File: src/rtl/ioc_pkg.sv
package ioc_pkg;
  localparam int unsigned IOC_PINS = 6;
  typedef logic [IOC_PINS-1:0] pin_vec_t;
  // pins that the oscillator takes over in crystal mode
  localparam pin_vec_t IOC_XTAL_HIDE = pin_vec_t'(6'b110000);
endpackage

File: src/rtl/ioc_rst_sync.sv
module ioc_rst_sync #(
  parameter int unsigned DEPTH = 2
) (
  input  logic clk,
  input  logic arst_n,
  output logic rst_n_o
);
  logic [DEPTH-1:0] chain_q;
  logic [DEPTH-1:0] chain_d;

  always_comb begin
    chain_d = {chain_q[DEPTH-2:0], 1'b1};
  end

  always_ff @(posedge clk or negedge arst_n) begin
    if (!arst_n) chain_q <= '0;
    else         chain_q <= chain_d;
  end

  assign rst_n_o = chain_q[DEPTH-1];
endmodule

File: src/rtl/ioc_sync.sv
module ioc_sync #(
  parameter int unsigned W      = 6,
  parameter int unsigned STAGES = 2
) (
  input  logic         clk,
  input  logic         rst_n,
  input  logic [W-1:0] d_i,
  output logic [W-1:0] q_o
);
  logic [STAGES-1:0][W-1:0] stg_q;
  logic [STAGES-1:0][W-1:0] stg_d;

  always_comb begin
    stg_d = {stg_q[STAGES-2:0], d_i};
  end

  always_ff @(posedge clk or negedge rst_n) begin
    if (!rst_n) stg_q <= '0;
    else        stg_q <= stg_d;
  end

  assign q_o = stg_q[STAGES-1];
endmodule

File: src/rtl/ioc_cfg.sv
module ioc_cfg #(
  parameter int unsigned W    = 6,
  parameter logic [W-1:0] HIDE = '0
) (
  input  logic         clk,
  input  logic         rst_n,
  input  logic         wr_i,
  input  logic [W-1:0] wdata_i,
  input  logic         xtal_i,
  output logic [W-1:0] en_eff_o,
  output logic [W-1:0] en_rd_o
);
  logic [W-1:0] en_q;
  logic [W-1:0] en_d;
  logic [W-1:0] mask;

  always_comb begin
    en_d = wr_i ? wdata_i : en_q;
  end

  always_ff @(posedge clk or negedge rst_n) begin
    if (!rst_n)    en_q <= '0;
    else if (wr_i) en_q <= en_d;
  end

  always_comb begin
    mask     = xtal_i ? HIDE : '0;
    en_eff_o = en_q & ~mask;
    en_rd_o  = en_eff_o;
  end
endmodule

File: src/rtl/ioc_detect.sv
module ioc_detect #(
  parameter int unsigned W = 6
) (
  input  logic         clk,
  input  logic         rst_n,
  input  logic         acc_i,
  input  logic [W-1:0] pin_s_i,
  input  logic [W-1:0] en_i,
  output logic [W-1:0] snap_o,
  output logic         mismatch_o
);
  logic [W-1:0] snap_q;
  logic [W-1:0] snap_d;
  logic [W-1:0] diff;

  always_comb begin
    snap_d = acc_i ? pin_s_i : snap_q;
  end

  // snapshot sees only the power-on reset, never the warm reset
  always_ff @(posedge clk or negedge rst_n) begin
    if (!rst_n)     snap_q <= '0;
    else if (acc_i) snap_q <= snap_d;
  end

  for (genvar i = 0; i < W; i++) begin : g_bit
    assign diff[i] = (pin_s_i[i] ^ snap_q[i]) & en_i[i];
  end

  assign mismatch_o = |diff;
  assign snap_o     = snap_q;
endmodule

File: src/rtl/ioc_flag.sv
module ioc_flag (
  input  logic clk,
  input  logic rst_n,
  input  logic warm_n,
  input  logic set_i,
  input  logic clr_i,
  output logic flag_o
);
  logic flag_q;
  logic flag_d;

  always_comb begin
    if (!warm_n)    flag_d = 1'b0;
    else if (set_i) flag_d = 1'b1;
    else if (clr_i) flag_d = 1'b0;
    else            flag_d = flag_q;
  end

  always_ff @(posedge clk or negedge rst_n) begin
    if (!rst_n) flag_q <= 1'b0;
    else        flag_q <= flag_d;
  end

  assign flag_o = flag_q;
endmodule

File: src/rtl/ioc_mismatch.sv
module ioc_mismatch #(
  parameter int unsigned     PINS        = ioc_pkg::IOC_PINS,
  parameter int unsigned     SYNC_STAGES = 2,
  parameter logic [PINS-1:0] HIDE        = ioc_pkg::IOC_XTAL_HIDE
) (
  input  logic            clk,
  input  logic            por_n,
  input  logic            warm_n,
  input  logic [PINS-1:0] pin_i,
  input  logic            port_acc,
  output logic [PINS-1:0] rd_data,
  input  logic            en_wr,
  input  logic [PINS-1:0] en_wdata,
  output logic [PINS-1:0] en_rdata,
  input  logic            xtal_mode,
  input  logic            flag_clr,
  input  logic            asleep,
  output logic            chg_flag,
  output logic            wake_o
);
  logic            rst_n;
  logic [PINS-1:0] pin_s;
  logic [PINS-1:0] en_eff;
  logic [PINS-1:0] snap;
  logic            mismatch;

  ioc_rst_sync #(.DEPTH(2)) u_rst (
    .clk(clk), .arst_n(por_n), .rst_n_o(rst_n)
  );

  ioc_sync #(.W(PINS), .STAGES(SYNC_STAGES)) u_sync (
    .clk(clk), .rst_n(rst_n), .d_i(pin_i), .q_o(pin_s)
  );

  ioc_cfg #(.W(PINS), .HIDE(HIDE)) u_cfg (
    .clk(clk), .rst_n(rst_n), .wr_i(en_wr), .wdata_i(en_wdata),
    .xtal_i(xtal_mode), .en_eff_o(en_eff), .en_rd_o(en_rdata)
  );

  ioc_detect #(.W(PINS)) u_det (
    .clk(clk), .rst_n(rst_n), .acc_i(port_acc), .pin_s_i(pin_s),
    .en_i(en_eff), .snap_o(snap), .mismatch_o(mismatch)
  );

  ioc_flag u_flag (
    .clk(clk), .rst_n(rst_n), .warm_n(warm_n), .set_i(mismatch),
    .clr_i(flag_clr), .flag_o(chg_flag)
  );

  assign rd_data = pin_s;
  assign wake_o  = chg_flag & asleep;
endmodule

File: config.mk
export PLATFORM = sky130hd
export DESIGN_NAME = ioc_mismatch
export DESIGN_NICKNAME = d
export VERILOG_FILES = /design/src/rtl/ioc_pkg.sv /design/src/rtl/ioc_rst_sync.sv /design/src/rtl/ioc_sync.sv /design/src/rtl/ioc_cfg.sv /design/src/rtl/ioc_detect.sv /design/src/rtl/ioc_flag.sv /design/src/rtl/ioc_mismatch.sv
export SDC_FILE = /design/constraint.sdc
export NUM_CORES = 1
export LEC_CHECK = 0
export ABC_AREA = 1
export BUFFER_PORTS_ARGS = -buffer_cell sky130_fd_sc_hd__buf_2
export CAP_MARGIN = 20
export CORE_MARGIN = 4
export CORE_UTILIZATION = 43
export CTS_BUF_LIST = sky130_fd_sc_hd__clkbuf_8 sky130_fd_sc_hd__clkbuf_16
export DETAILED_ROUTE_END_ITERATION = 10
export PLACE_DENSITY_LB_ADDON = 0.12
export SLEW_MARGIN = 20
export SYNTH_ARGS = -nofsm -noshare
export SYNTH_HDL_FRONTEND = slang
export SYNTH_SLANG_ARGS = --single-unit
File: constraint.sdc
create_clock -name clk -period 0.8 [get_ports clk]
set_input_delay 0.12 -clock clk [delete_from_list [all_inputs] [get_ports clk]]
set_output_delay 0.12 -clock clk [all_outputs]
set_load 0.01 [all_outputs]
==> metrics.yaml, run 1 <==
post-route-period-util_pct: 128
timing.hold.worst.start: "en_wdata[4]"
synth.net_count: 116
start_kind: "flip-flop"
clock_pin_slew_reported_for_the_worst_setup_and_hold_paths_after_clock_tree_synthesis_ns: 0.08
tritoncts: "yes"
place.port_buffers: 33
post-synth-top-area-fraction_pct: 65.5
setup_ws_ns: -0.226
detailedRoute.firstPassIterationCount: 2
crit_type: "flip-flop to output port"
final_hold_viol_count: 0
worst-r2r-cell-count: 7
largest_net_degree_at_the_start_of_global_routing: 16
final_core_utilization_pct: 65.4
maxUsedRoutingLayer: "met4"
synthCells: 96
drc_errors: 0
pre_cts_ws_ns: -0.0939
internal_power_uw: 2060
cell_rows: 17
switching_share_pct: 23.7
placed_cell_area_mm2: 0.00124
origin_of_the_critical_flop_to_flop_path: "u_sync.q_o[5]"
layout-drive-gt1-share_pct: 41.2
clock_skew_ns: 0.00248
fin_nets: 169
dpl.hpwl_um: 1320
power.sequential.fraction_pct: 56.1
postLayoutCellArea_mm2: 0.00148
max_frequency_mhz: 975
final.min_clock_period_ns: 1.03
max-cap-violations: 0
vias: 762
core_area_mm2: 0.00225
placedCellCount: 158
initial_utilization_pct: 45.7
grt_antenna_before_repair: 0
drt_wl_total_um: 1880
drt-initial-drc-count: 13
worstSetupEndpointType: "output port"
timing.hold.worst_endpoint: "u_cfg.en_q[4]"
power.density_cell_area_mw_per_mm2: 1830
finalSetupViolCount: 17
insertion_delay_ns: 0.26
wirelength_met1_um: 818
met3WireLength_um: 119
switching_power_uw: 641
failed_checks: "setup timing"
netlist.top_cell.by_area: "sky130_fd_sc_hd__dfrtp_1"
power.ir.vdd_worst_mv: 1.50
cp_max_fanout: 2
max-clock-path-buffers: 2
die_y_um: 57.0
unrepaired_setup_endpoints_after_global_routing: "true"
post_synth_main_area_contributors: "sky130_fd_sc_hd__dfrtp_1, sky130_fd_sc_hd__nand2_1, sky130_fd_sc_hd__mux2_4"
globalRouteOverflowTotal: 0
floorplan.io_pins: 34
viasPerCell: 4.33
finalPower_uw: 2700
crit_arrival_ns: 0.91
cts-buffers-inserted: 3
synth-seq-area-share_pct: 65.5
yosysWarningCount: 0
antenna_cells_inserted: 0
run_status: "complete, but fails checks"
post_synth_num_cell_types: 14
fp.dieW_um: 57.0
areaGrowthSynthToFinish_pct: 43.1
sink_count: 27
slew_violations: 0
cp_data_required_time_ns: 0.68
wl_per_cell_um: 10.7
ant_nets: 0
min-delay-path-class: "input pin to flip-flop"
worst_hold_path.num_cells: 3
global_route.usage.total_pct: 12.6
wire_length_on_met2_um: 902
comb_power_share_pct: 17.0
mean_instance_size_in_the_synthesized_netlist_um2: 10.7
htreeDepth: 1
clk_root_buffer_cell: "sky130_fd_sc_hd__clkbuf_8"
power.leakage_uw: 0.000800
first_global_vias: 746
stdcell_count: 176
crit-reg2reg-capture: "u_flag.flag_o"
grt_pass1_wl_um: 3170
reg2reg_slack_ns: -0.21
dieArea_mm2: 0.00325
number_of_flip_flops_and_latches_in_the_synthesized_netlist: 27
gp_congestion: 0.709
post_syn_area_mm2: 0.00103
p_clk_share_pct: 26.9
==> routing by layer <==
layer | GRT usage (%) | up-vias
li1 | - | 391
met1 | 14.8 | 345
met2 | 21.5 | 22
met3 | 2.94 | 4
met4 | 5.96 | 0
met5 | 0 | -
==> sequential cells by signal (all words and copies together), names as in the netlist <==
signal / cells
u_cfg.en_q: 6
u_det.snap_o: 6
u_sync.q_o: 6
u_sync.stg_d: 6
u_rst.chain_q: 2
u_flag.flag_o: 1
==> worst max-delay path by stage <==
stage / startpoint / depth (start not counted) / end / slack [ns]
after CTS: u_sync.q_o[0] / 2 / rd_data[0] / -0.23
after global placement: u_sync.q_o[4] / 6 / u_flag.flag_o / -0.08
after detailed placement: u_det.snap_o[2] / 4 / u_flag.flag_o / -0.09
after floorplan: u_sync.q_o[4] / 6 / u_flag.flag_o / -0.08
after global routing: u_sync.q_o[5] / 7 / u_flag.flag_o / -0.34
final: u_sync.q_o[0] / 2 / rd_data[0] / -0.23
==> cell usage in the layout, fill, tap and decap left out <==
cell,count
sky130_fd_sc_hd__nor2_2,1
sky130_fd_sc_hd__o21ai_0,7
sky130_fd_sc_hd__buf_6,11
sky130_fd_sc_hd__dfrtp_1,26
sky130_fd_sc_hd__o21ai_1,1
sky130_fd_sc_hd__nand2_1,22
sky130_fd_sc_hd__dlygate4sd3_1,7
sky130_fd_sc_hd__mux2_4,5
sky130_fd_sc_hd__conb_1,1
sky130_fd_sc_hd__dfrtp_2,1
sky130_fd_sc_hd__a21oi_1,1
sky130_fd_sc_hd__inv_2,2
sky130_fd_sc_hd__inv_1,14
sky130_fd_sc_hd__buf_2,28
sky130_fd_sc_hd__nand3_1,4
sky130_fd_sc_hd__o21ai_2,1
sky130_fd_sc_hd__buf_4,8
sky130_fd_sc_hd__clkbuf_8,3
sky130_fd_sc_hd__nor2_4,1
sky130_fd_sc_hd__nor2_1,4
==> worst max-delay path, stage by stage, from the launching register on <==
cell	delay (ns)
sky130_fd_sc_hd__dfrtp_1	0.41
sky130_fd_sc_hd__buf_6	0.13
sky130_fd_sc_hd__buf_6	0.11
==> synth_stat cells (all sizes together) <==
| library cell | number |
|---|---|
| dfrtp | 27 |
| nand2 | 22 |
| inv | 15 |
| o21ai | 9 |
| buf | 6 |
| nor2 | 6 |
| mux2 | 5 |
| nand3 | 4 |
| a21oi | 1 |
| conb | 1 |
==> power groups by stage <==
stage	Clock, uW	Combinational [uW]	Sequential [uW]
6_report	728	459	1520
5_1_grt	815	513	1530
4_1_cts	759	448	1520
3_5_place_dp	0	352	1550
3_3_place_gp	0	347	1540
2_1_floorplan	0	199	1560
==> what timing repair did <==
item,in CTS,in global routing
endpoints found under the hold margin,8,0
hold buffers,7,0
endpoints found under the setup margin,16,20
gates resized for setup,10,6
buffers inserted,7,0
pin swaps,1,1
==> cells by family after synthesis <==
group	count (synthesis)	synth area share [%]
buf+inv	21	9.34
other cells	1	0.364
flops	27	65.5
simple gates	32	12.6
mux	5	6.92
compound gates	10	5.22
==> final cells by class <==
| type | instances | area (um^2) |
|---|---|---|
| multi-input combinational | 48 | 268 |
| tap | 28 | 35.0 |
| fill | 188 | 779 |
| timing repair buffer | 54 | 394 |
| sequential | 27 | 677 |
| clock buffer | 3 | 41.3 |
| clock inverter | 1 | 3.75 |
| inverter | 15 | 56.3 |
==> stage by stage <==
step                      TNS [ns]  hold WS, ns
after floorplan            -0.0779       -0.176
after global placement     -0.0818      -0.0958
after detailed placement   -0.0939      -0.0924
after CTS                    -2.83       0.0594
after global routing         -3.51       0.0672
final                        -2.70       0.0643
No activity file was read; power rests on OpenSTA's default activity.
==> run 2: changes to the inputs <==
- CORE_MARGIN: 4 -> 5
- CORE_UTILIZATION: 43 -> 48
- SKIP_LAST_GASP: default -> 1
- clock period: 0.8 -> 1 ns (I/O delays scaled with it)
==> run 2 against run 1 <==
Net effect:
- clock skew about the same
- the run still ends with setup timing left
- final cell count down 5.1%
- critical endpoint is now wake_o
- flip-flop and latch count is the same
- critical path type unchanged
==> metrics.yaml, run 2 (same netlist as run 1, synthesis figures left out) <==
run_status: "complete, but fails checks"
failed_checks: "setup timing"
core_area_mm2: 0.00200  # -11%
largest_net_degree_at_the_start_of_global_routing: 16  # unchanged
grt_antenna_before_repair: 0  # unchanged
layout.filler_cells: 164  # -13%
crit_type: "flip-flop to output port"
sink_count: 27  # unchanged
max-cap-violations: 0  # unchanged
power.density_cell_area_mw_per_mm2: 1540  # -16%
layout.cells.most_common_list: "sky130_fd_sc_hd__buf_2, sky130_fd_sc_hd__dfrtp_1, sky130_fd_sc_hd__nand2_1"
finalSetupViolCount: 3  # -14
start_kind: "flip-flop"
multi_input_comb_area_um2: 274  # +2.3%
final_hold_viol_count: 0  # unchanged
ff_latch_area_um2: 676  # -0.18%
dieArea_mm2: 0.00317  # -2.2%
layout-drive-gt1-share_pct: 38.6  # -2.6 points
viasPerCell: 4.44  # +2.5%
die_y_um: 56.3  # -1.1%
cell_rows: 16  # -1
gp_congestion: 0.765  # +7.8%
fin_nets: 161  # -4.7%
clock_pin_slew_reported_for_the_worst_setup_and_hold_paths_after_clock_tree_synthesis_ns: 0.08  # about the same
setup_ws_ns: -0.0332  # +0.192 ns
cts-buffers-inserted: 3  # unchanged
worstSetupEndpointType: "output port"
final.min_clock_period_ns: 1.03
initial_utilization_pct: 51.5  # +5.8 points
dpl.hpwl_um: 1370  # +4.0%
clock_skew_ns: 0.00266  # +0.000179 ns
drt-initial-drc-count: 12  # -1
crit_arrival_ns: 0.88  # -0.03 ns
antenna_cells_inserted: 0  # unchanged
hold_ws_ns: 0.0905  # +0.0262 ns
vias: 741  # -2.8%
detailedRoute.firstPassIterationCount: 4  # +2
worst_path_largest_cell_delay_ns: 0.39  # -0.02 ns
place.port_buffers: 33  # unchanged
tritoncts: "yes"
fp.dieW_um: 56.3  # -1.1%
cp_data_required_time_ns: 0.85  # +0.17 ns
min-delay-path-class: "input pin to flip-flop"
drc_errors: 0  # unchanged
first_global_vias: 754  # +1.1%
mostFrequentLayoutCell: "sky130_fd_sc_hd__buf_2"
floorplan.io_pins: 34  # unchanged
grt_pass1_wl_um: 3280  # +3.5%
globalRouteOverflowTotal: 0  # unchanged
cells_along_the_critical_path: "nand2_1 -> inv_1 -> buf_2"
slew_violations: 0  # unchanged
wl_per_cell_um: 10.9  # +2.1%
drt_wl_total_um: 1820  # -3.1%
post-route-period-util_pct: 103
max_frequency_mhz: 968
fin_setup_tns_ns: -0.0821  # +2.62 ns
areaGrowthSynthToFinish_pct: 34.3
htreeDepth: 1  # unchanged
unrepaired_setup_endpoints_after_global_routing: "true"
timing.critical_path.slowest_stage_cell: "sky130_fd_sc_hd__dfrtp_1"
clk_root_buffer_cell: "sky130_fd_sc_hd__clkbuf_8"
power.ir.vdd_worst_mv: 1.05  # -30%
insertion_delay_ns: 0.27  # about the same
power.leakage_uw: 0.000747  # -6.7%
cp_max_fanout: 3  # +1
ant_nets: 0  # unchanged
global_route.usage.total_pct: 13.6  # +0.99 points
max-clock-path-buffers: 2  # unchanged
## run 2: area by class of cell
| type | count | area share [%] |
|---|---|---|
| Clock inverter | 1 | 0.361 |
| Tap cell | 27 | 2.44 |
| Inverter | 15 | 4.07 |
| Multi-Input combinational cell | 48 | 19.8 |
| Sequential cell | 27 | 48.8 |
| Clock buffer | 3 | 2.98 |
| Timing Repair Buffer | 46 | 21.6 |
## run 2: timing repair
item,4_1_cts,5_1_grt
setup endpoints to repair,3,15
hold buffers,7,0
buffers inserted,1,3
endpoints found under the hold margin,8,0
resized for setup,1,7
pin swaps,1,4
## run 2: metal layers
layer  GRT usage (%)  vias up  part of all wire (%)
met5               0        -                     0
met3            5.50        5                   9.5
met4            9.15        0                   2.9
met1            15.3      338                    41
met2            20.9       24                    47
li1                -      374                     -
## run 2: path summary, 6_finish.rpt
kind,startpoint,to,slack [ns],cells past startpoint
min reg2reg,u_rst.chain_q[1],u_det.snap_o[3],0.19,1
max,u_flag.flag_o,wake_o,-0.03,3
max reg2reg,u_cfg.en_q[4],u_flag.flag_o,0.01,7
min in group asynchronous,por_n,u_rst.chain_q[0],0.17,2
min,warm_n,u_flag.flag_o,0.09,3
max in group asynchronous,u_rst.chain_q[1],u_det.snap_o[1],0.64,1
## run 2: through the flow
step                      worst slack (ns)  std cells  total power (uW)  utilization, %  cell area [um^2]
after CTS                          -0.0455        164              2130            66.4              1330
after global routing               -0.0939        167              2260            69.2              1390
after global placement               0.110        152              1490            60.2              1200
after detailed placement            0.0874        152              1510            60.2              1200
final                              -0.0332        167              2130            69.2              1390
after floorplan                      0.122         96              1410               -              1030
## run 2: report_power, final
group	switching, uW	internal [uW]	total [uW]
sequential	46.9	1170	1220
combinational	153	171	324
clock	309	279	588
total	509	1620	2130
## run 2: worst max-delay path, delay by kind of cell (launching register included)
kind / cells / cell delay, ns
flops: 1 / 0.39
simple gates: 1 / 0.06
buf+inv: 2 / 0.16
